`config.mk`:
```
export PLATFORM = sky130hd
export DESIGN_NAME = bus_prio_arb
export DESIGN_NICKNAME = d
export VERILOG_FILES = /design/src/rtl/bus_prio_arb_pkg.sv /design/src/rtl/bus_prio_arb_next.sv /design/src/rtl/bus_prio_arb_dec.sv /design/src/rtl/bus_prio_arb.sv
export SDC_FILE = /design/constraint.sdc
export NUM_CORES = 1
export LEC_CHECK = 0
export ABC_AREA = 1
export CORE_AREA = 8 8 45 47
export CTS_BUF_LIST = sky130_fd_sc_hd__clkbuf_16
export DETAILED_ROUTE_END_ITERATION = 10
export DIE_AREA = 0 0 53 55
export DONT_BUFFER_PORTS = 1
export GPL_TIMING_DRIVEN = 0
export PLACE_DENSITY = 0.3
export SLEW_MARGIN = 20
export SYNTH_ARGS = -nofsm -noshare
export SYNTH_HDL_FRONTEND = slang
export SYNTH_SLANG_ARGS = --single-unit
```
`constraint.sdc`:
```
create_clock -name clk_i -period 1.7 [get_ports clk_i]
set_clock_uncertainty 0.15 [all_clocks]
set_input_delay 0.34 -clock clk_i [delete_from_list [all_inputs] [get_ports clk_i]]
set_output_delay 0.34 -clock clk_i [all_outputs]
set_load 0.01 [all_outputs]
```
`src/rtl/bus_prio_arb_pkg.sv`:
```
package bus_prio_arb_pkg;
  localparam int NUM_REQ = 3;
  localparam int STATE_W = $clog2(NUM_REQ + 1);
  typedef logic [STATE_W-1:0] state_t;
  localparam state_t ST_IDLE = '0;  // device k holds the bus in state code k
endpackage

```
`src/rtl/bus_prio_arb_next.sv`:
```
module bus_prio_arb_next
  import bus_prio_arb_pkg::*;
(
  input  state_t             cur_i,
  input  logic [NUM_REQ-1:0] req_i,
  output state_t             nxt_o
);
  state_t hold_idx;
  assign hold_idx = cur_i - state_t'(1);

  always_comb begin
    nxt_o = cur_i;
    if (cur_i == ST_IDLE) begin
      // scan from lowest priority so the highest set request wins
      for (int i = NUM_REQ - 1; i >= 0; i--) begin
        if (req_i[i]) nxt_o = state_t'(i + 1);
      end
    end else if (!req_i[hold_idx]) begin
      nxt_o = ST_IDLE;
    end
  end
endmodule

```
`src/rtl/bus_prio_arb_dec.sv`:
```
module bus_prio_arb_dec
  import bus_prio_arb_pkg::*;
(
  input  state_t             state_i,
  output logic [NUM_REQ-1:0] gnt_o
);
  for (genvar g = 0; g < NUM_REQ; g++) begin : g_dec
    assign gnt_o[g] = (state_i == state_t'(g + 1));
  end
endmodule

```
`src/rtl/bus_prio_arb.sv`:
```
module bus_prio_arb
  import bus_prio_arb_pkg::*;
(
  input  logic               clk_i,
  input  logic               rst_ni,
  input  logic [NUM_REQ-1:0] req_i,
  output logic [NUM_REQ-1:0] gnt_o
);
  state_t state_q, state_d;

  bus_prio_arb_next u_next (.cur_i(state_q), .req_i(req_i), .nxt_o(state_d));
  bus_prio_arb_dec  u_dec  (.state_i(state_q), .gnt_o(gnt_o));

  always_ff @(posedge clk_i or negedge rst_ni) begin
    if (!rst_ni) state_q <= ST_IDLE;
    else         state_q <= state_d;
  end

  assert_grant_exclusive_R2: assert property (@(posedge clk_i) disable iff (!rst_ni)
    $onehot0(gnt_o));

  assert_idle_pick_R3: assert property (@(posedge clk_i) disable iff (!rst_ni)
    (gnt_o == '0 && req_i != '0) |=> (gnt_o == $past(req_i & (~req_i + 1'b1))));

  assert_idle_stay_R4: assert property (@(posedge clk_i) disable iff (!rst_ni)
    (gnt_o == '0 && req_i == '0) |=> (gnt_o == '0));

  assert_no_preempt_R5: assert property (@(posedge clk_i) disable iff (!rst_ni)
    ((gnt_o & req_i) != '0) |=> $stable(gnt_o));

  assert_release_R6: assert property (@(posedge clk_i) disable iff (!rst_ni)
    (gnt_o != '0 && (gnt_o & req_i) == '0) |=> (gnt_o == '0));

  assert_idle_gap_R7: assert property (@(posedge clk_i) disable iff (!rst_ni)
    (gnt_o != '0) |=> (gnt_o == '0 || $stable(gnt_o)));
endmodule

```
==> impl_metrics.py, run 1 <==
metrics = {
    "layout": {
        "fillers": 143,
        "drive_above_1_share_pct": 19.4,
        "regMostFlops": "state_q",
        "final_cell_area_um2": 295,
        "mostFrequentLayoutCells": "nand2_1, inv_1, ha_1",
        "reg_top3": "state_q x2",
        "antenna_cells": 0,
        "fin_nets": 42,
        "largest_reg_flops": 2,
        "layout_commonest_cell": "nand2_1",
        "area_growth_pct": 55.3,
    },
    "clock_network": {
        "root_buffer": "clkbuf_16",
        "cts.path.max_buffers": 2,
        "clkSinkCount": 2,
        "numCtsBuffers": 3,
        "clk_latency_ns": 0.22,
        "htree_levels": 1,
        "cts_tree": "yes",
        "path_clk_slew_ns": 0.03,
    },
    "place": {
        "place_area_um2": 210,
        "gp_congestion": 0.776,
        "io_buffer_count": 0,
        "place_hpwl_um": 341,
        "place_ws_ns": 0.206,
    },
    "setup_path": {
        "startpoint": "state_q[0]",
        "reg2regPathDepth": 8,
        "arrival_ns": 1.46,
        "crit_end": "state_q[0]",
        "r2r-start": "state_q[0]",
        "rrSetupSlack_ns": 0.20,
        "end_kind": "register",
        "path_class": "reg2reg",
        "startpoint_type": "register",
        "r2r_end": "state_q[0]",
        "worstPathRequired_ns": 1.65,
        "cp_max_fo": 5,
    },
    "floorplanning": {
        "die_x_um": 53,
        "dieArea_um2": 2920,
        "coreArea_um2": 1380,
        "ios": 8,
        "die_y_um": 55,
        "rows": 14,
        "initial_core_util_pct": 13.7,
    },
    "yosys": {
        "yosysWarnings": 0,
        "post_synth_num_cell_types": 8,
        "netlist_area_um2": 190,
        "synth_fa_ha_area_share_pct": 26.3,
        "syn-num-nets": 36,
        "synth-xor-area-share_pct": 0,
        "syn_avg_cell_area_um2": 7.04,
        "ys_ff_latch": 2,
        "synth_top_family_by_area": "simple AND/OR/NAND/NOR gates",
        "synth-compound-area-share_pct": 0,
        "synth_simple_gate_area_share_pct": 39.5,
        "seq_area_frac_synth_pct": 26.3,
        "syn_inst": 27,
        "muxShareOfSynthArea_pct": 0,
    },
    "route": {
        "postRouteAntennaNets": 0,
        "drtIter0Drc": 6,
        "vias": 168,
        "viasPerCell": 3.57,
        "drt-total-wl_um": 437,
        "drc": 0,
        "drtPass1Iterations": 2,
        "wl_per_cell_um": 9.30,
    },
    "run": {
        "cap_violations": 0,
    },
    "global_routing": {
        "grt_max_degree": 6,
        "antenna_found_initial": 0,
        "overflow": 0,
        "track_usage_pct": 4.04,
        "grt_pass1_vias": 205,
        "grt_pass1_wl_um": 821,
    },
    "sta": {
        "fin_crit_sh_pct": 88.5,
        "fin_setup_tns_ns": 0,
        "rsz0062_at_grt": "false",
        "slew_headroom_pct": 87.1,
        "slew_viol_final": 0,
        "max_freq_ghz": 0.665,
        "hold_viol_final": 0,
        "min_period_ns": 1.50,
        "setup_viol": 0,
        "worst_pin_slew_ns": 0.193,
        "whs_ns": 0.142,
        "setup_ws_ns": 0.196,
    },
    "pwr": {
        "ir_drop_v": 0.000369,
        "cellLeakagePower_nw": 0.156,
        "power_per_cell_area_nw_per_um2": 2220,
    },
    "min_path": {
        "hp-class": "in2reg",
    },
    "status": {
        "status": "completed",
    },
}
power by group:
part | switching (mW) | internal, mW | total, mW
sequential | 0.0301 | 0.0699 | 0.100
combinational | 0.124 | 0.0814 | 0.205
clock | 0.0508 | 0.299 | 0.350
cells by family (layout without fill, tap and decap cells):
logic type                 count (synthesis)  in the layout
DFF                                        2              2
buffers and inverters                      4              8
adders and majority gates                  4              4
and+or+nand+nor                           17             17
worst min path at each step:
stage,startpoint,depth (start not counted),end,slack [ns]
final,req_i[0],3,state_q[1],0.14
after global routing,req_i[0],3,state_q[1],0.16
after CTS,req_i[0],3,state_q[1],0.14
after detailed placement,rst_ni,0,state_q[0],-0.11
after global placement,rst_ni,0,state_q[0],-0.11
after floorplan,rst_ni,0,state_q[0],-0.11
critical path, cell delays in order (launching register included):
cell and delay (ns):
dfrtp_1 0.42, inv_1 0.10, ha_1 0.33, nand2_1 0.09, nand2_1 0.05, nand3_1 0.09, nand2_2 0.05, nand2_1 0.05
nand2_1 0.05
cells in the mapped netlist, drive strengths merged:
cell type,instances,area (um^2)
inv,4,15.0
nor2,4,17.5
dfrtp,2,50.1
nand2,10,42.5
ha,4,50.1
nand3,3,15.0
area by class of cell:
class	instances	area [um^2]	area share (%)
clock buffers	3	75.1	25.4
well taps	16	20.0	6.78
repair buffers	1	10.0	3.39
multi-input cells	21	125	42.4
inverters	4	15.0	5.08
flip-flops and latches	2	50.0	16.9
through the flow:
step / power (mW) / cells / utilization [%]
after floorplan: 0.267 / 27 / -
after global placement: 0.306 / 43 / 15.2
after detailed placement: 0.305 / 43 / 15.2
after CTS: 0.667 / 47 / 21.3
after global routing: 0.716 / 47 / 21.3
final: 0.655 / 47 / 21.3
repair_timing:
action,4_1_cts,5_1_grt
endpoints found under the hold margin,2,0
setup endpoints to repair,0,0
resized for setup,0,0
buffers inserted,0,0
hold buffers,1,0
layer usage:
| layer | vias to the layer above | GRT usage, % | wire (um) |
|---|---|---|---|
| met5 | - | 0 | 0 |
| met4 | 0 | 5.17 | 0 |
| met3 | 0 | 2.67 | 77 |
| met2 | 5 | 5.08 | 192 |
| met1 | 73 | 3.94 | 167 |
| li1 | 90 | - | - |
No activity file was read; power rests on OpenSTA's default activity.
==> run 2: changes to the inputs <==
- HOLD_SLACK_MARGIN: unset -> 0.02
==> results of run 2 <==
No change in the layout: final DEF, timing and power equal those of run 1.
